### src/rtl/banked_rtc_pkg.sv
package banked_rtc_pkg;

  localparam int SEC_W        = 6;
  localparam int MIN_W        = 6;
  localparam int HR_W         = 5;
  localparam int DAY_W        = 9;
  localparam int NUM_CLK_REGS = 5;
  localparam int SEC_LIMIT    = 59;
  localparam int MIN_LIMIT    = 59;
  localparam int HR_LIMIT     = 23;

  localparam logic [2:0] REGION_ROMSEL  = 3'b001;
  localparam logic [2:0] REGION_BANKSEL = 3'b010;
  localparam logic [2:0] REGION_LATCH   = 3'b011;
  localparam logic [2:0] REGION_WINDOW  = 3'b101;

  localparam logic [7:0] CLK_SEL_FIRST = 8'h08;
  localparam logic [7:0] CLK_SEL_LAST  = 8'h0C;

  typedef enum logic [2:0] {
    CR_SEC   = 3'd0,
    CR_MIN   = 3'd1,
    CR_HR    = 3'd2,
    CR_DAYLO = 3'd3,
    CR_FLAGS = 3'd4
  } clk_reg_e;

  typedef struct packed {
    logic             carry;
    logic             halt;
    logic [DAY_W-1:0] day;
    logic [HR_W-1:0]  hr;
    logic [MIN_W-1:0] min;
    logic [SEC_W-1:0] sec;
  } rtc_time_t;

  function automatic logic [7:0] reg_view(input rtc_time_t t, input clk_reg_e idx);
    logic [7:0] v;
    case (idx)
      CR_SEC:   v = 8'(t.sec);
      CR_MIN:   v = 8'(t.min);
      CR_HR:    v = 8'(t.hr);
      CR_DAYLO: v = t.day[7:0];
      CR_FLAGS: v = {t.carry, t.halt, 5'b00000, t.day[DAY_W-1]};
      default:  v = 8'h00;
    endcase
    return v;
  endfunction

endpackage

### src/rtl/rtc_rst_sync.sv
module rtc_rst_sync #(
  parameter int STAGES = 2
) (
  input  logic clk,
  input  logic rst_n,
  output logic rst_sn
);

  logic [STAGES-1:0] sync_q;

  always_ff @(posedge clk or negedge rst_n) begin
    if (!rst_n) sync_q <= '0;
    else        sync_q <= {sync_q[STAGES-2:0], 1'b1};
  end

  assign rst_sn = sync_q[STAGES-1];

endmodule

### src/rtl/rtc_bank_decode.sv
module rtc_bank_decode
  import banked_rtc_pkg::*;
#(
  parameter int ROM_BANK_W = 7,
  parameter int RAM_BANK_W = 2
) (
  input  logic                  clk,
  input  logic                  rst_n,
  input  logic                  wr_en_i,
  input  logic                  rd_en_i,
  input  logic [15:0]           addr_i,
  input  logic [7:0]            wdata_i,
  output logic [ROM_BANK_W-1:0] rom_bank_o,
  output logic [RAM_BANK_W-1:0] ram_bank_o,
  output logic                  clk_sel_o,
  output clk_reg_e              clk_idx_o,
  output logic                  latch_evt_o,
  output logic                  latched_o,
  output logic                  clk_wr_o,
  output logic                  clk_rd_o,
  output logic                  ram_cs_o
);

  logic [2:0] region;
  logic       unused_addr_low;

  logic [ROM_BANK_W-1:0] rom_q, rom_d;
  logic [RAM_BANK_W-1:0] ram_q, ram_d;
  logic                  sel_q, sel_d;
  clk_reg_e              idx_q, idx_d;
  logic                  zero_q, zero_d;

  logic                  wr_rom, wr_bank, wr_latch, win_hit;
  logic [ROM_BANK_W-1:0] rom_raw;
  logic [7:0]            sel_off;

  assign region          = addr_i[15:13];
  assign unused_addr_low = ^addr_i[12:0];

  assign wr_rom   = wr_en_i && (region == REGION_ROMSEL);
  assign wr_bank  = wr_en_i && (region == REGION_BANKSEL);
  assign wr_latch = wr_en_i && (region == REGION_LATCH);
  assign win_hit  = region == REGION_WINDOW;
  assign rom_raw  = wdata_i[ROM_BANK_W-1:0];
  assign sel_off  = wdata_i - CLK_SEL_FIRST;

  always_comb begin
    rom_d  = rom_q;
    ram_d  = ram_q;
    sel_d  = sel_q;
    idx_d  = idx_q;
    zero_d = zero_q;
    if (wr_rom) begin
      rom_d = (rom_raw == '0) ? ROM_BANK_W'(1) : rom_raw;
    end
    if (wr_bank) begin
      if ((wdata_i >= CLK_SEL_FIRST) && (wdata_i <= CLK_SEL_LAST)) begin
        sel_d = 1'b1;
        idx_d = clk_reg_e'(sel_off[2:0]);
      end else begin
        sel_d = 1'b0;
        ram_d = wdata_i[RAM_BANK_W-1:0];
      end
    end
    if (wr_latch) begin
      zero_d = (wdata_i == 8'h00);
    end
  end

  always_ff @(posedge clk or negedge rst_n) begin
    if (!rst_n) begin
      rom_q  <= ROM_BANK_W'(1);
      ram_q  <= '0;
      sel_q  <= 1'b0;
      idx_q  <= CR_SEC;
      zero_q <= 1'b1;
    end else begin
      rom_q  <= rom_d;
      ram_q  <= ram_d;
      sel_q  <= sel_d;
      idx_q  <= idx_d;
      zero_q <= zero_d;
    end
  end

  assign rom_bank_o  = rom_q;
  assign ram_bank_o  = ram_q;
  assign clk_sel_o   = sel_q;
  assign clk_idx_o   = idx_q;
  assign latch_evt_o = wr_latch && zero_q && (wdata_i == 8'h01);
  assign latched_o   = !zero_q;
  assign clk_wr_o    = wr_en_i && win_hit && sel_q;
  assign clk_rd_o    = rd_en_i && win_hit && sel_q;
  assign ram_cs_o    = (wr_en_i || rd_en_i) && win_hit && !sel_q;

endmodule

### src/rtl/rtc_prescaler.sv
module rtc_prescaler #(
  parameter int TICKS_PER_SEC = 32768
) (
  input  logic clk,
  input  logic rst_n,
  input  logic tick_i,
  input  logic run_i,
  input  logic clr_i,
  output logic sec_pulse_o
);

  localparam int CNT_W = (TICKS_PER_SEC > 2) ? $clog2(TICKS_PER_SEC) : 1;
  localparam logic [CNT_W-1:0] CNT_LAST = CNT_W'(TICKS_PER_SEC - 1);

  logic [CNT_W-1:0] cnt_q, cnt_d;
  logic             step_en;

  assign step_en     = run_i && tick_i;
  assign sec_pulse_o = step_en && (cnt_q == CNT_LAST);

  always_comb begin
    cnt_d = cnt_q;
    if (clr_i)            cnt_d = '0;
    else if (sec_pulse_o) cnt_d = '0;
    else if (step_en)     cnt_d = cnt_q + CNT_W'(1);
  end

  always_ff @(posedge clk or negedge rst_n) begin
    if (!rst_n) cnt_q <= '0;
    else        cnt_q <= cnt_d;
  end

endmodule

### src/rtl/rtc_timekeeper.sv
module rtc_timekeeper
  import banked_rtc_pkg::*;
(
  input  logic      clk,
  input  logic      rst_n,
  input  logic      sec_pulse_i,
  input  logic      wr_i,
  input  clk_reg_e  idx_i,
  input  logic [7:0] wdata_i,
  output rtc_time_t time_o
);

  rtc_time_t cur_q, nxt;
  logic      c_min, c_hr, c_day;

  always_comb begin
    nxt   = cur_q;
    c_min = 1'b0;
    c_hr  = 1'b0;
    c_day = 1'b0;
    if (sec_pulse_i) begin
      if (cur_q.sec == SEC_W'(SEC_LIMIT)) begin
        nxt.sec = '0;
        c_min   = 1'b1;
      end else begin
        nxt.sec = cur_q.sec + SEC_W'(1);
      end
      if (c_min) begin
        if (cur_q.min == MIN_W'(MIN_LIMIT)) begin
          nxt.min = '0;
          c_hr    = 1'b1;
        end else begin
          nxt.min = cur_q.min + MIN_W'(1);
        end
      end
      if (c_hr) begin
        if (cur_q.hr == HR_W'(HR_LIMIT)) begin
          nxt.hr = '0;
          c_day  = 1'b1;
        end else begin
          nxt.hr = cur_q.hr + HR_W'(1);
        end
      end
      if (c_day) begin
        if (cur_q.day == '1) begin
          nxt.day   = '0;
          nxt.carry = 1'b1;
        end else begin
          nxt.day = cur_q.day + DAY_W'(1);
        end
      end
    end
    if (wr_i) begin
      case (idx_i)
        CR_SEC:   nxt.sec = wdata_i[SEC_W-1:0];
        CR_MIN:   nxt.min = wdata_i[MIN_W-1:0];
        CR_HR:    nxt.hr  = wdata_i[HR_W-1:0];
        CR_DAYLO: nxt.day[7:0] = wdata_i;
        CR_FLAGS: begin
          nxt.day[DAY_W-1] = wdata_i[0];
          nxt.halt         = wdata_i[6];
          nxt.carry        = wdata_i[7];
        end
        default: ;
      endcase
    end
  end

  always_ff @(posedge clk or negedge rst_n) begin
    if (!rst_n) cur_q <= '0;
    else        cur_q <= nxt;
  end

  assign time_o = cur_q;

endmodule

### src/rtl/banked_rtc.sv
module banked_rtc
  import banked_rtc_pkg::*;
#(
  parameter int TICKS_PER_SEC = 32768,
  parameter int ROM_BANK_W    = 7,
  parameter int RAM_BANK_W    = 2
) (
  input  logic                  clk,
  input  logic                  rst_n,
  input  logic                  tick_i,
  input  logic                  wr_en_i,
  input  logic                  rd_en_i,
  input  logic [15:0]           addr_i,
  input  logic [7:0]            wdata_i,
  output logic [7:0]            rdata_o,
  output logic [ROM_BANK_W-1:0] rom_bank_o,
  output logic [RAM_BANK_W-1:0] ram_bank_o,
  output logic                  ram_cs_o
);

  localparam int SHADOW_W = NUM_CLK_REGS * 8;

  logic          rst_sn;
  logic          clk_sel, latch_evt, latched, clk_wr, clk_rd;
  clk_reg_e      clk_idx;
  logic          sec_pulse, clr_div;
  rtc_time_t     live;
  logic [SHADOW_W-1:0] shadow_flat;
  logic [7:0]    rdata_q, rdata_d, sel_view;

  rtc_rst_sync #(.STAGES(2)) u_rst (
    .clk    (clk),
    .rst_n  (rst_n),
    .rst_sn (rst_sn)
  );

  rtc_bank_decode #(
    .ROM_BANK_W (ROM_BANK_W),
    .RAM_BANK_W (RAM_BANK_W)
  ) u_dec (
    .clk         (clk),
    .rst_n       (rst_sn),
    .wr_en_i     (wr_en_i),
    .rd_en_i     (rd_en_i),
    .addr_i      (addr_i),
    .wdata_i     (wdata_i),
    .rom_bank_o  (rom_bank_o),
    .ram_bank_o  (ram_bank_o),
    .clk_sel_o   (clk_sel),
    .clk_idx_o   (clk_idx),
    .latch_evt_o (latch_evt),
    .latched_o   (latched),
    .clk_wr_o    (clk_wr),
    .clk_rd_o    (clk_rd),
    .ram_cs_o    (ram_cs_o)
  );

  assign clr_div = clk_wr && (clk_idx == CR_SEC);

  rtc_prescaler #(.TICKS_PER_SEC(TICKS_PER_SEC)) u_div (
    .clk         (clk),
    .rst_n       (rst_sn),
    .tick_i      (tick_i),
    .run_i       (!live.halt),
    .clr_i       (clr_div),
    .sec_pulse_o (sec_pulse)
  );

  rtc_timekeeper u_time (
    .clk         (clk),
    .rst_n       (rst_sn),
    .sec_pulse_i (sec_pulse),
    .wr_i        (clk_wr),
    .idx_i       (clk_idx),
    .wdata_i     (wdata_i),
    .time_o      (live)
  );

  for (genvar g = 0; g < NUM_CLK_REGS; g++) begin : g_shadow
    logic [7:0] snap_q;
    always_ff @(posedge clk or negedge rst_sn) begin
      if (!rst_sn)        snap_q <= '0;
      else if (latch_evt) snap_q <= reg_view(live, clk_reg_e'(g));
    end
    assign shadow_flat[g*8 +: 8] = snap_q;
  end

  assign sel_view = latched ? shadow_flat[clk_idx*8 +: 8] : reg_view(live, clk_idx);

  always_comb begin
    rdata_d = rdata_q;
    if (clk_rd) rdata_d = sel_view;
  end

  always_ff @(posedge clk or negedge rst_sn) begin
    if (!rst_sn) rdata_q <= '0;
    else         rdata_q <= rdata_d;
  end

  assign rdata_o = rdata_q;

endmodule

### config.mk
export PLATFORM = sky130hd
export DESIGN_NAME = banked_rtc
export DESIGN_NICKNAME = d
export VERILOG_FILES = /design/src/rtl/banked_rtc_pkg.sv /design/src/rtl/rtc_rst_sync.sv /design/src/rtl/rtc_bank_decode.sv /design/src/rtl/rtc_prescaler.sv /design/src/rtl/rtc_timekeeper.sv /design/src/rtl/banked_rtc.sv
export SDC_FILE = /design/constraint.sdc
export NUM_CORES = 1
export LEC_CHECK = 0
export ABC_AREA = 0
export BUFFER_PORTS_ARGS = -buffer_cell sky130_fd_sc_hd__buf_4
export CAP_MARGIN = 25
export CORE_ASPECT_RATIO = 0.9
export CORE_MARGIN = 4
export CORE_UTILIZATION = 50
export DETAILED_ROUTE_END_ITERATION = 6
export PLACE_DENSITY = 0.7
export SYNTH_ARGS = -nofsm -noshare
export SYNTH_HDL_FRONTEND = slang
export SYNTH_SLANG_ARGS = --single-unit
### constraint.sdc
create_clock -name clk -period 3.28 [get_ports clk]
set_input_delay 0.82 -clock clk [delete_from_list [all_inputs] [get_ports clk]]
set_output_delay 0.82 -clock clk [all_outputs]
set_load 0.01 [all_outputs]
==> flow_results.xml, run 1 <==
<?xml version="1.0" encoding="UTF-8"?>
<metrics>
  <group name="clock_network">
    <metric name="cts_setup_buffers" unit="">0</metric>
    <metric name="post_cts_resized" unit="">0</metric>
    <metric name="clockBufferDepth" unit="">2</metric>
    <metric name="cts-buffers-inserted" unit="">9</metric>
    <metric name="root_buffer" unit="">clkbuf_8</metric>
    <metric name="clock_slew_at_the_register_clock_pins_of_the_worst_setup_and_hold_paths" unit="ns">0.09</metric>
    <metric name="insertion_delay" unit="ns">0.38</metric>
    <metric name="clock_tree_from_tritoncts" unit="">done</metric>
    <metric name="cts.sink_count" unit="">95</metric>
    <metric name="htree_num_levels" unit="">3</metric>
    <metric name="cts.hold.buffers_added" unit="">0</metric>
  </group>
  <group name="yosys">
    <metric name="post-synth-top-count-cell" unit="">dfrtp_1</metric>
    <metric name="postSynthCellCount" unit="">481</metric>
    <metric name="post_synth_most_frequent_cells" unit="">dfrtp_1, nor2_1, o21ai_0</metric>
    <metric name="yosys_warns" unit="">0</metric>
    <metric name="sequential_fraction_of_the_synthesis_area" unit="%">47.2</metric>
    <metric name="synth.ff_latch_count" unit="">95</metric>
    <metric name="synth_cell_types" unit="">53</metric>
    <metric name="yosys_most_used_dff" unit="">dfrtp_1</metric>
    <metric name="syn_area_per_cell" unit="sq um">10.5</metric>
    <metric name="ys_top_cells_by_area" unit="">dfrtp_1, mux2_4, mux4_2</metric>
    <metric name="netlist.area_leader.share" unit="%">46.1</metric>
    <metric name="synth_top_area_cell" unit="">dfrtp_1</metric>
    <metric name="synth.cell_area" unit="sq um">5040</metric>
    <metric name="synthesis.nets" unit="">516</metric>
    <metric name="ys_async_rst_share" unit="%">100</metric>
    <metric name="synth_enable_flop_cells" unit="">0</metric>
  </group>
  <group name="floorplanning">
    <metric name="core_region_area" unit="sq um">9740</metric>
    <metric name="start_util" unit="%">51.8</metric>
    <metric name="die_w" unit="microns">114</metric>
    <metric name="die_height" unit="microns">103</metric>
    <metric name="dieArea" unit="sq um">11800</metric>
    <metric name="placement_rows" unit="">34</metric>
    <metric name="io_pins" unit="">47</metric>
  </group>
  <group name="worst_setup_path">
    <metric name="cp_data_arrival_time" unit="ns">2.97</metric>
    <metric name="cp_cell_sequence" unit="">buf_4 -&gt; or3_1 -&gt; or4_4 -&gt; or4_4 -&gt; mux2_4</metric>
    <metric name="worst_path_largest_cell_delay" unit="ns">0.79</metric>
    <metric name="cp.required" unit="ns">3.54</metric>
    <metric name="path_buf_inv" unit="">1</metric>
    <metric name="crit_type" unit="">input port to flip-flop</metric>
    <metric name="worstSetupEndpointType" unit="">flip-flop</metric>
    <metric name="cell_with_the_largest_stage_delay_on_the_worst_path" unit="">or4_4</metric>
    <metric name="timing.critical_path.from_type" unit="">input port</metric>
    <metric name="crit_path_leading_delay_family" unit="">simple AND/OR/NAND/NOR gates</metric>
    <metric name="critPathMostFrequentCell" unit="">or4_4</metric>
    <metric name="critical_path.max_fanout" unit="">32</metric>
  </group>
  <group name="placed_design">
    <metric name="portBuffers" unit="">33</metric>
    <metric name="placed_cells_incl_taps" unit="">620</metric>
    <metric name="gp_congestion" unit="">0.872</metric>
    <metric name="placement.setup.worst_slack" unit="ns">0.186</metric>
    <metric name="post-dp-hpwl" unit="microns">8640</metric>
  </group>
  <group name="power_and_ir_drop">
    <metric name="peakVddDrop" unit="V">0.000316</metric>
    <metric name="leakagePower" unit="uW">0.00254</metric>
    <metric name="power.density" unit="nW/um^2">391</metric>
  </group>
  <group name="drt">
    <metric name="wl_met1" unit="microns">5320</metric>
    <metric name="route.met3.wl" unit="microns">982</metric>
    <metric name="viasPerCell" unit="">6.11</metric>
    <metric name="iteration_0_drc_count_of_the_detailed_router" unit="">282</metric>
    <metric name="vias" unit="">3879</metric>
    <metric name="final_antenna_net_count" unit="">0</metric>
    <metric name="highest_layer" unit="">met4</metric>
    <metric name="first_pass_iters" unit="">5</metric>
    <metric name="routed_wire_length_per_instance" unit="microns">19.0</metric>
    <metric name="wl" unit="microns">12100</metric>
    <metric name="met2_length" unit="microns">5560</metric>
    <metric name="drcViolationCount" unit="">0</metric>
  </group>
  <group name="finish">
    <metric name="flow.area_growth_from_synthesis" unit="%">10.0</metric>
    <metric name="fillers" unit="">855</metric>
    <metric name="antenna-diode-count" unit="">0</metric>
    <metric name="drive_above_1_share" unit="%">21.4</metric>
    <metric name="finish.cell_count_without_fillers" unit="">635</metric>
    <metric name="finalNetCount" unit="">540</metric>
  </group>
  <group name="outcome">
    <metric name="status" unit="">finished, final reports clean</metric>
  </group>
  <group name="timing">
    <metric name="timing.setup.tns" unit="ns">0</metric>
    <metric name="final-setup-viol-count" unit="">0</metric>
    <metric name="final_hold_viol_count" unit="">0</metric>
    <metric name="period_share" unit="%">82.4</metric>
    <metric name="fmax" unit="GHz">0.370</metric>
    <metric name="relSlewSlack" unit="%">54.5</metric>
    <metric name="worst_slack" unit="ns">0.577</metric>
    <metric name="finalWorstPathRequiredPeriod" unit="ns">2.70</metric>
    <metric name="worst_clock_skew" unit="ns">0.0121</metric>
    <metric name="slew_viol_final" unit="">0</metric>
    <metric name="setup_repair_after_global_routing_missed_its_margin" unit="">no</metric>
    <metric name="worst_pin_slew" unit="ns">0.677</metric>
  </group>
  <group name="hold_path">
    <metric name="class_of_the_tightest_hold_or_removal_check" unit="">input port to asynchronous set/reset pin</metric>
  </group>
  <group name="global_routing">
    <metric name="number_of_global_route_vias_before_repair" unit="">3704</metric>
    <metric name="grt_antenna_before_repair" unit="">0</metric>
    <metric name="grt_start_max_net_pins" unit="">49</metric>
    <metric name="grt_first_pass_wirelength" unit="microns">19500</metric>
    <metric name="global_route.overflow_total" unit="">0</metric>
    <metric name="groute.usage.overall" unit="%">21.4</metric>
  </group>
  <group name="run">
    <metric name="maxCapViolCount" unit="">0</metric>
  </group>
</metrics>
## power by group
| part | switching, uW | internal [uW] |
|---|---|---|
| clock | 420 | 345 |
| combinational | 79.2 | 80.3 |
| sequential | 40.0 | 1210 |
## final cells by class
cell class | instances | area (sq um) | area share, %
Multi-Input combinational cell | 351 | 2490 | 44.8
Sequential cell | 95 | 2380 | 42.9
Timing Repair Buffer | 42 | 315 | 5.68
Tap cell | 126 | 158 | 2.84
Clock buffer | 9 | 124 | 2.23
Clock inverter | 6 | 62.6 | 1.13
Inverter | 6 | 22.5 | 0.406
## through the flow
| step | power, uW | util, % | area, sq um | hold WS (ns) |
|---|---|---|---|---|
| after detailed placement | 1430 | 55.1 | 5370 | 0.341 |
| after floorplan | 1340 | - | 5040 | 0.331 |
| after global placement | 1430 | 55.1 | 5370 | 0.338 |
| after global routing | 2250 | 57.0 | 5550 | 0.194 |
| final | 2170 | 57.0 | 5550 | 0.209 |
| after CTS | 2190 | 57.0 | 5550 | 0.197 |
## cells in the final DEF (no fill, tap or decap), types with 9 or more instances in the layout
master	n
xor2_1	11
buf_4	42
a21oi_1	17
dfrtp_1	92
mux4_2	9
mux2_4	22
mux2i_1	9
nand4_1	15
and3_1	14
mux2_2	14
clkbuf_8	9
nand3_1	23
nor2_1	46
a31oi_1	14
o21ai_0	38
nor3_1	10
nand2_1	37
## cell families (layout without fill, tap and decap cells)
group	count (synthesis)	count (layout)	share of synthesized area (%)
buf+inv	35	63	3.55
other cells	1	1	0.0743
xor+xnor	14	14	2.43
fa+ha+maj	6	6	1.49
mux	54	54	15.5
compound gates	95	95	11.4
simple gates	181	181	18.4
flops	95	95	47.2
## registers in the layout (all words and copies together) (netlist names)
name              cells
u_div.cnt_q          15
g_shadow.snap_q      28
u_dec.zero_q          1
u_dec.ram_bank_o      2
rdata_o               8
u_dec.rom_bank_o      7
u_time.time_o        28
u_rst.sync_q          2
u_dec.clk_sel_o       1
u_dec.clk_idx_o       3
## final timing paths
kind,startpoint,to,slack [ns],cells after the start
max in group asynchronous,u_rst.sync_q[1]$_DFF_PN0_,u_dec.zero_q$_DFFE_PN1N_,2.10,1
max reg2reg,u_div.cnt_q[0]$_DFFE_PN0P_,u_time.time_o[16]$_DFF_PN0_,0.70,6
min,rst_n,u_rst.sync_q[1]$_DFF_PN0_,0.21,1
min reg2reg,u_rst.sync_q[1]$_DFF_PN0_,g_shadow[3].snap_q[4]$_DFFE_PN0P_,0.35,0
max,wdata_i[6],g_shadow[3].snap_q[2]$_DFFE_PN0P_,0.58,5
min in group clk,u_rst.sync_q[0]$_DFF_PN0_,u_rst.sync_q[1]$_DFF_PN0_,0.36,0
## routing by layer
metal,global-route usage (%),vias up
li1,-,1819
met1,30.4,1895
met2,32.3,142
met3,5.64,23
met4,6.94,0
met5,0,-
No activity file was read; power rests on OpenSTA's default activity.
==> run 2: changes to the inputs <==
--- a/config.mk
+++ b/config.mk
@@ -5,14 +5,14 @@
 export SDC_FILE = /design/constraint.sdc
 export NUM_CORES = 1
 export LEC_CHECK = 0
-export ABC_AREA = 0
+export ABC_AREA = 1
 export BUFFER_PORTS_ARGS = -buffer_cell sky130_fd_sc_hd__buf_4
 export CAP_MARGIN = 25
 export CORE_ASPECT_RATIO = 0.9
 export CORE_MARGIN = 4
 export CORE_UTILIZATION = 50
 export DETAILED_ROUTE_END_ITERATION = 6
-export PLACE_DENSITY = 0.7
+export PLACE_DENSITY = 0.73
 export SYNTH_ARGS = -nofsm -noshare
 export SYNTH_HDL_FRONTEND = slang
 export SYNTH_SLANG_ARGS = --single-unit
==> constraint.sdc (replaced) <==
create_clock -name clk -period 2.2 [get_ports clk]
set_input_delay 0.55 -clock clk [delete_from_list [all_inputs] [get_ports clk]]
set_output_delay 0.55 -clock clk [all_outputs]
set_load 0.01 [all_outputs]
==> flow_results.xml, run 2 <==
<?xml version="1.0" encoding="UTF-8"?>
<metrics>
  <group name="outcome">
    <metric name="status" unit="">finished, final reports clean</metric>
  </group>
  <group name="worst_setup_path">
    <metric name="cp.required" unit="ns">2.44</metric>
    <metric name="reg2reg_setup_slack" unit="ns">0.29</metric>
    <metric name="worstSetupEndpointType" unit="">flip-flop</metric>
    <metric name="cp-startpoint" unit="">u_time.time_o[7]$_DFF_PN0_</metric>
    <metric name="rr_endpoint" unit="">u_time.time_o[17]$_DFF_PN0_</metric>
    <metric name="timing.critical_path.from_type" unit="">flip-flop</metric>
    <metric name="crit_type" unit="">flip-flop to flip-flop</metric>
    <metric name="cp_data_arrival_time" unit="ns">2.16</metric>
    <metric name="critPathCapture" unit="">u_time.time_o[17]$_DFF_PN0_</metric>
    <metric name="critical_path.max_fanout" unit="">8</metric>
    <metric name="regToRegStartpoint" unit="">u_time.time_o[7]$_DFF_PN0_</metric>
    <metric name="depth_of_the_worst_register_to_register_path" unit="">10</metric>
  </group>
  <group name="yosys">
    <metric name="ys_top_cells_by_area" unit="">dfrtp_1, nand2_1, inv_1</metric>
    <metric name="synthesis.nets" unit="">728</metric>
    <metric name="synth.cell_area" unit="sq um">5220</metric>
    <metric name="postSynthCellCount" unit="">693</metric>
    <metric name="sequential_fraction_of_the_synthesis_area" unit="%">45.6</metric>
    <metric name="synth_mux_area_share" unit="%">0.216</metric>
    <metric name="netlist.area_leader.share" unit="%">44.6</metric>
    <metric name="syn_area_per_cell" unit="sq um">7.54</metric>
    <metric name="yosys_most_used_dff" unit="">dfrtp_1</metric>
    <metric name="synth-adder-area-share" unit="%">1.44</metric>
    <metric name="synth_cell_types" unit="">38</metric>
    <metric name="synth-simple-area-share" unit="%">30.9</metric>
    <metric name="synth_top_family_by_area" unit="">simple AND/OR/NAND/NOR gates</metric>
    <metric name="post_synth_most_frequent_cells" unit="">nand2_1, dfrtp_1, inv_1</metric>
    <metric name="synth_compound_gate_area_share" unit="%">13.0</metric>
    <metric name="synth.ff_latch_count" unit="">95</metric>
    <metric name="post-synth-top-count-cell" unit="">nand2_1</metric>
    <metric name="synth_top_area_cell" unit="">dfrtp_1</metric>
    <metric name="ys_async_rst_share" unit="%">100</metric>
    <metric name="yosys.area_share.xor_xnor" unit="%">1.01</metric>
    <metric name="synth_enable_flop_cells" unit="">0</metric>
    <metric name="yosys_warns" unit="">0</metric>
  </group>
  <group name="finish">
    <metric name="finalNetCount" unit="">769</metric>
    <metric name="drive_above_1_share" unit="%">13.5</metric>
    <metric name="flow.area_growth_from_synthesis" unit="%">14.7</metric>
    <metric name="layout.cell_area.non_filler" unit="sq um">5990</metric>
    <metric name="layout.cells.most_common" unit="">nand2_1</metric>
    <metric name="layout_common_cells" unit="">nand2_1, dfrtp_1, inv_1</metric>
    <metric name="antenna-diode-count" unit="">0</metric>
    <metric name="finish.cell_count_without_fillers" unit="">868</metric>
  </group>
  <group name="global_routing">
    <metric name="groute.usage.overall" unit="%">23.9</metric>
    <metric name="global_route.overflow_total" unit="">0</metric>
    <metric name="number_of_global_route_vias_before_repair" unit="">4606</metric>
    <metric name="grt_first_pass_wirelength" unit="microns">23100</metric>
    <metric name="grt_antenna_before_repair" unit="">0</metric>
    <metric name="grt_start_max_net_pins" unit="">57</metric>
  </group>
  <group name="drt">
    <metric name="iteration_0_drc_count_of_the_detailed_router" unit="">375</metric>
    <metric name="routed_wire_length_per_instance" unit="microns">15.7</metric>
    <metric name="first_pass_iters" unit="">7</metric>
    <metric name="vias" unit="">4822</metric>
    <metric name="drcViolationCount" unit="">0</metric>
    <metric name="viasPerCell" unit="">5.56</metric>
    <metric name="final_antenna_net_count" unit="">0</metric>
    <metric name="wl" unit="microns">13600</metric>
  </group>
  <group name="placed_design">
    <metric name="placement_cell_area" unit="sq um">5640</metric>
    <metric name="gp_congestion" unit="">0.973</metric>
    <metric name="placement.setup.worst_slack" unit="ns">0.243</metric>
    <metric name="post-dp-hpwl" unit="microns">10300</metric>
    <metric name="placed_cells_incl_taps" unit="">851</metric>
    <metric name="portBuffers" unit="">33</metric>
  </group>
  <group name="clock_network">
    <metric name="cts_setup_buffers" unit="">0</metric>
    <metric name="clockBufferDepth" unit="">2</metric>
    <metric name="cts.sink_count" unit="">95</metric>
    <metric name="cts.hold.buffers_added" unit="">1</metric>
    <metric name="cts-buffers-inserted" unit="">9</metric>
    <metric name="root_buffer" unit="">clkbuf_16</metric>
    <metric name="htree_num_levels" unit="">3</metric>
    <metric name="clock_slew_at_the_register_clock_pins_of_the_worst_setup_and_hold_paths" unit="ns">0.07</metric>
    <metric name="post_cts_resized" unit="">0</metric>
    <metric name="clock_tree_from_tritoncts" unit="">done</metric>
    <metric name="insertion_delay" unit="ns">0.35</metric>
  </group>
  <group name="floorplanning">
    <metric name="core_region_area" unit="sq um">10200</metric>
    <metric name="io_pins" unit="">47</metric>
    <metric name="placement_rows" unit="">35</metric>
    <metric name="die_height" unit="microns">105</metric>
    <metric name="start_util" unit="%">51.2</metric>
    <metric name="dieArea" unit="sq um">12100</metric>
    <metric name="die_w" unit="microns">116</metric>
  </group>
  <group name="timing">
    <metric name="finalWorstPathRequiredPeriod" unit="ns">1.91</metric>
    <metric name="setup_repair_after_global_routing_missed_its_margin" unit="">no</metric>
    <metric name="worst_slack" unit="ns">0.288</metric>
    <metric name="final-setup-viol-count" unit="">0</metric>
    <metric name="period_share" unit="%">86.9</metric>
    <metric name="slew_viol_final" unit="">0</metric>
    <metric name="final_hold_viol_count" unit="">0</metric>
    <metric name="fmax" unit="GHz">0.523</metric>
    <metric name="worst_clock_skew" unit="ns">0.00767</metric>
    <metric name="timing.setup.tns" unit="ns">0</metric>
  </group>
  <group name="power_and_ir_drop">
    <metric name="leakagePower" unit="uW">0.00295</metric>
    <metric name="power.density" unit="nW/um^2">766</metric>
    <metric name="total_power" unit="uW">4590</metric>
    <metric name="peakVddDrop" unit="V">0.000589</metric>
  </group>
  <group name="hold_path">
    <metric name="class_of_the_tightest_hold_or_removal_check" unit="">flip-flop to asynchronous set/reset pin</metric>
  </group>
  <group name="run">
    <metric name="maxCapViolCount" unit="">0</metric>
  </group>
</metrics>
[run 2: area by class of cell]
class	count	area (sq um)
clock buffers	12	267
clock inverters	4	76.3
fillers	913	4210
inverters	86	323
multi-input cells	500	2440
flip-flops and latches	95	2380
well taps	129	161
repair buffers	42	343
[run 2: cell families (layout without fill, tap and decap cells)]
kind of cell               Yosys count  in the layout
DFF                                 95             95
other                                1              1
AOI/OAI and AO/OA                  128            128
muxes                                1              1
and+or+nand+nor                    358            358
adders and majority gates            6              6
xor gates and xnor gates             6              6
buffers and inverters               98            144
[run 2: where the power goes]
group          internal (uW)  total, uW  switching, uW
clock                   1090       1740            653
combinational            309        751            442
sequential              1940       2100            154
[run 2: worst min-delay path by stage]
| stage | slack [ns] | from | endpoint | cells after the start |
|---|---|---|---|---|
| 5_1_grt | 0.34 | u_rst.sync_q[1]$_DFF_PN0_ | u_time.time_o[1]$_DFF_PN0_ | 0 |
| 4_1_cts | 0.32 | u_rst.sync_q[1]$_DFF_PN0_ | u_time.time_o[12]$_DFF_PN0_ | 0 |
| 3_5_place_dp | 0.31 | u_rst.sync_q[1]$_DFF_PN0_ | u_time.time_o[12]$_DFF_PN0_ | 0 |
| 6_report | 0.29 | u_rst.sync_q[1]$_DFF_PN0_ | u_time.time_o[12]$_DFF_PN0_ | 0 |
| 3_3_place_gp | 0.31 | u_rst.sync_q[1]$_DFF_PN0_ | u_time.time_o[15]$_DFF_PN0_ | 0 |
| 2_1_floorplan | 0.25 | rst_n | u_rst.sync_q[0]$_DFF_PN0_ | 0 |
[run 2: through the flow]
stage               hold slack [ns]  util (%)
global placement              0.307      55.2
CTS                           0.316      58.7
global route                  0.335      58.7
finish                        0.292      58.7
floorplan                     0.254         -
detailed placement            0.307      55.2
[run 2: layer usage]
| layer | routed length (microns) | track usage (%) | vias to the layer above |
|---|---|---|---|
| met3 | 812 | 5.10 | 30 |
| met5 | 0 | 0 | - |
| li1 | - | - | 2336 |
| met4 | 367 | 8.45 | 0 |
| met2 | 6330 | 36.7 | 168 |
| met1 | 6110 | 33.6 | 2288 |
[run 2: worst max-delay path, cell delays in order (launching register included)]
cell	delay [ns]
dfrtp_1	0.44
ha_1	0.23
nand3_1	0.10
nor2_1	0.21
nand2_1	0.19
nor2_1	0.20
nand2_2	0.16
nand2_1	0.09
nand3_1	0.08
nand2_1	0.07
inv_1	0.04
==> run 3: changes to the inputs <==
--- a/config.mk
+++ b/config.mk
@@ -11,6 +11,7 @@
 export CORE_ASPECT_RATIO = 0.9
 export CORE_MARGIN = 4
 export CORE_UTILIZATION = 50
+export CTS_CLUSTER_DIAMETER = 200
 export DETAILED_ROUTE_END_ITERATION = 6
 export PLACE_DENSITY = 0.73
 export SYNTH_ARGS = -nofsm -noshare
==> constraint.sdc (replaced) <==
create_clock -name clk -period 2.2 [get_ports clk]
set_input_delay 0.44 -clock clk [delete_from_list [all_inputs] [get_ports clk]]
set_output_delay 0.44 -clock clk [all_outputs]
set_load 0.01 [all_outputs]
==> flow_results.xml, run 3 (same netlist as run 2, synthesis figures left out) <==
<?xml version="1.0" encoding="UTF-8"?>
<metrics>
  <group name="worst_setup_path">
    <metric name="cp_data_arrival_time" unit="ns">2.13</metric>
    <metric name="cp.required" unit="ns">2.42</metric>
    <metric name="worst_path_largest_cell_delay" unit="ns">0.40</metric>
    <metric name="critical_path.max_fanout" unit="">5</metric>
    <metric name="reg2reg_setup_slack" unit="ns">0.28</metric>
    <metric name="critPathMostFrequentCell" unit="">nand2_1</metric>
    <metric name="rr_endpoint" unit="">u_time.time_o[12]$_DFF_PN0_</metric>
    <metric name="timing.critical_path.from_type" unit="">flip-flop</metric>
    <metric name="regToRegStartpoint" unit="">u_div.cnt_q[0]$_DFFE_PN0P_</metric>
    <metric name="path_buf_inv" unit="">1</metric>
    <metric name="cp_cell_sequence" unit="">ha_1 -&gt; nand2_1 -&gt; nor2_4 -&gt; nand2_1 -&gt; inv_2 -&gt; nand2_1 -&gt; nor2_1 -&gt; o21ai_0 -&gt; nand3_1 -&gt; o21ai_0</metric>
    <metric name="cell_with_the_largest_stage_delay_on_the_worst_path" unit="">dfrtp_1</metric>
    <metric name="worstSetupEndpointType" unit="">flip-flop</metric>
    <metric name="crit_path_leading_delay_family" unit="">simple AND/OR/NAND/NOR gates</metric>
    <metric name="depth_of_the_worst_register_to_register_path" unit="">10</metric>
    <metric name="crit_type" unit="">flip-flop to flip-flop</metric>
  </group>
  <group name="timing">
    <metric name="period_share" unit="%">87.1</metric>
    <metric name="final-setup-viol-count" unit="">0</metric>
    <metric name="relSlewSlack" unit="%">65.5</metric>
    <metric name="hold_ws" unit="ns">0.300</metric>
    <metric name="timing.setup.tns" unit="ns">0</metric>
    <metric name="worst_pin_slew" unit="ns">0.518</metric>
    <metric name="setup_repair_after_global_routing_missed_its_margin" unit="">no</metric>
    <metric name="slew_viol_final" unit="">0</metric>
    <metric name="fmax" unit="GHz">0.522</metric>
    <metric name="finalWorstPathRequiredPeriod" unit="ns">1.92</metric>
    <metric name="worst_clock_skew" unit="ns">0.00756</metric>
    <metric name="final_hold_viol_count" unit="">0</metric>
  </group>
  <group name="drt">
    <metric name="drcViolationCount" unit="">0</metric>
    <metric name="wl" unit="microns">13700</metric>
    <metric name="routed_wire_length_per_instance" unit="microns">15.8</metric>
    <metric name="viasPerCell" unit="">5.53</metric>
    <metric name="first_pass_iters" unit="">5</metric>
    <metric name="vias" unit="">4798</metric>
    <metric name="iteration_0_drc_count_of_the_detailed_router" unit="">561</metric>
    <metric name="final_antenna_net_count" unit="">0</metric>
  </group>
  <group name="placed_design">
    <metric name="gp_congestion" unit="">0.980</metric>
    <metric name="post-dp-hpwl" unit="microns">10200</metric>
    <metric name="portBuffers" unit="">33</metric>
  </group>
  <group name="finish">
    <metric name="antenna-diode-count" unit="">0</metric>
    <metric name="finalNetCount" unit="">769</metric>
    <metric name="flow.area_growth_from_synthesis" unit="%">13.4</metric>
    <metric name="layout.cells.most_common" unit="">nand2_1</metric>
    <metric name="drive_above_1_share" unit="%">13.4</metric>
    <metric name="seq_area" unit="sq um">2380</metric>
    <metric name="fillers" unit="">934</metric>
    <metric name="multi_input_comb_area" unit="sq um">2440</metric>
    <metric name="layout_common_cells" unit="">nand2_1, dfrtp_1, inv_1</metric>
  </group>
  <group name="global_routing">
    <metric name="grt_antenna_before_repair" unit="">0</metric>
    <metric name="global_route.overflow_total" unit="">0</metric>
    <metric name="grtUsageMet1" unit="%">33.7</metric>
    <metric name="grt_met2_use" unit="%">36.1</metric>
    <metric name="grt-busiest-layer" unit="">met2</metric>
    <metric name="gr-usage-met3" unit="%">5.15</metric>
    <metric name="number_of_global_route_vias_before_repair" unit="">4564</metric>
    <metric name="grt_first_pass_wirelength" unit="microns">22700</metric>
    <metric name="grt_start_max_net_pins" unit="">57</metric>
    <metric name="groute.usage.overall" unit="%">23.8</metric>
  </group>
  <group name="floorplanning">
    <metric name="start_util" unit="%">51.2</metric>
    <metric name="core_region_area" unit="sq um">10200</metric>
    <metric name="die_w" unit="microns">116</metric>
    <metric name="io_pins" unit="">47</metric>
    <metric name="die_height" unit="microns">105</metric>
    <metric name="placement_rows" unit="">35</metric>
    <metric name="dieArea" unit="sq um">12100</metric>
  </group>
  <group name="clock_network">
    <metric name="clockBufferDepth" unit="">2</metric>
    <metric name="cts-buffers-inserted" unit="">9</metric>
    <metric name="clock_slew_at_the_register_clock_pins_of_the_worst_setup_and_hold_paths" unit="ns">0.06</metric>
    <metric name="cts.sink_count" unit="">95</metric>
    <metric name="insertion_delay" unit="ns">0.34</metric>
    <metric name="clock_tree_from_tritoncts" unit="">done</metric>
    <metric name="root_buffer" unit="">clkbuf_16</metric>
    <metric name="htree_num_levels" unit="">3</metric>
  </group>
  <group name="hold_path">
    <metric name="class_of_the_tightest_hold_or_removal_check" unit="">flip-flop to asynchronous set/reset pin</metric>
  </group>
  <group name="run">
    <metric name="maxCapViolCount" unit="">0</metric>
  </group>
  <group name="power_and_ir_drop">
    <metric name="peakVddDrop" unit="V">0.000608</metric>
    <metric name="power.density" unit="nW/um^2">745</metric>
    <metric name="leakagePower" unit="uW">0.00291</metric>
  </group>
  <group name="outcome">
    <metric name="status" unit="">finished, final reports clean</metric>
  </group>
</metrics>
run 3: changes by cell type in the layout (fill, tap and decap cells not counted), sizes merged:
cell / before / now
bufinv: 2 / 1
clkbuf: 12 / 11
clkinv: 2 / 3
inv: 85 / 86
run 3: layout make-up:
class	count	area share, %
multi-input cells	500	41.1
flip-flops and latches	95	40.3
inverters	86	5.45
repair buffers	42	5.37
clock buffers	11	4.10
well taps	129	2.73
clock inverters	5	0.951
run 3: how the worst max path moves through the flow:
stage / depth (start not counted) / startpoint / slack (ns) / to
global route: 10 / u_time.time_o[0]$_DFF_PN0_ / 0.08 / u_time.time_o[17]$_DFF_PN0_
detailed placement: 11 / u_time.time_o[18]$_DFF_PN0_ / 0.32 / u_time.time_o[23]$_DFF_PN0_
CTS: 11 / u_time.time_o[18]$_DFF_PN0_ / 0.32 / u_time.time_o[23]$_DFF_PN0_
global placement: 10 / u_div.cnt_q[0]$_DFFE_PN0P_ / 0.38 / u_time.time_o[12]$_DFF_PN0_
floorplan: 0 / u_rst.sync_q[1]$_DFF_PN0_ / 0.60 / g_shadow[0].snap_q[0]$_DFFE_PN0P_
finish: 10 / u_div.cnt_q[0]$_DFFE_PN0P_ / 0.28 / u_time.time_o[12]$_DFF_PN0_
run 3: worst register-to-register path, delay by kind of cell (launching register included):
| kind | cells | cell delay (ns) |
|---|---|---|
| AND/OR/NAND/NOR | 6 | 0.88 |
| flip-flops | 1 | 0.40 |
| AO/OA/AOI/OAI | 2 | 0.22 |
| adder cells (fa/ha/maj) | 1 | 0.19 |
| buffers and inverters | 1 | 0.09 |
run 3: layer usage:
layer,share of wire [%],vias up
met5,0,-
met2,46,212
li1,-,2331
met4,2.4,0
met1,44,2221
met3,7.5,34
run 3: per-stage QoR:
stage / total power (uW) / cells / cell area, sq um / util (%) / setup WS [ns]
finish: 4410 / 868 / 5920 / 58.0 / 0.284
global route: 4630 / 868 / 5920 / 58.0 / 0.0828
CTS: 4440 / 868 / 5920 / 58.0 / 0.322
detailed placement: 2870 / 851 / 5610 / 55.0 / 0.323
global placement: 2840 / 851 / 5610 / 55.0 / 0.378
floorplan: 2550 / 693 / 5220 / - / 0.603
run 3: where the power goes:
part | switching [uW] | total, uW | internal [uW]
clock network | 656 | 1570 | 912
registers | 154 | 2100 | 1940
logic | 442 | 750 | 308
total | 1250 | 4410 | 3160
run 3: repair_timing:
item                                   in CTS  in global routing
resized for setup                           0                  0
hold buffers                                1                  0
buffers inserted                            0                  0
endpoints found under the hold margin       2                  0
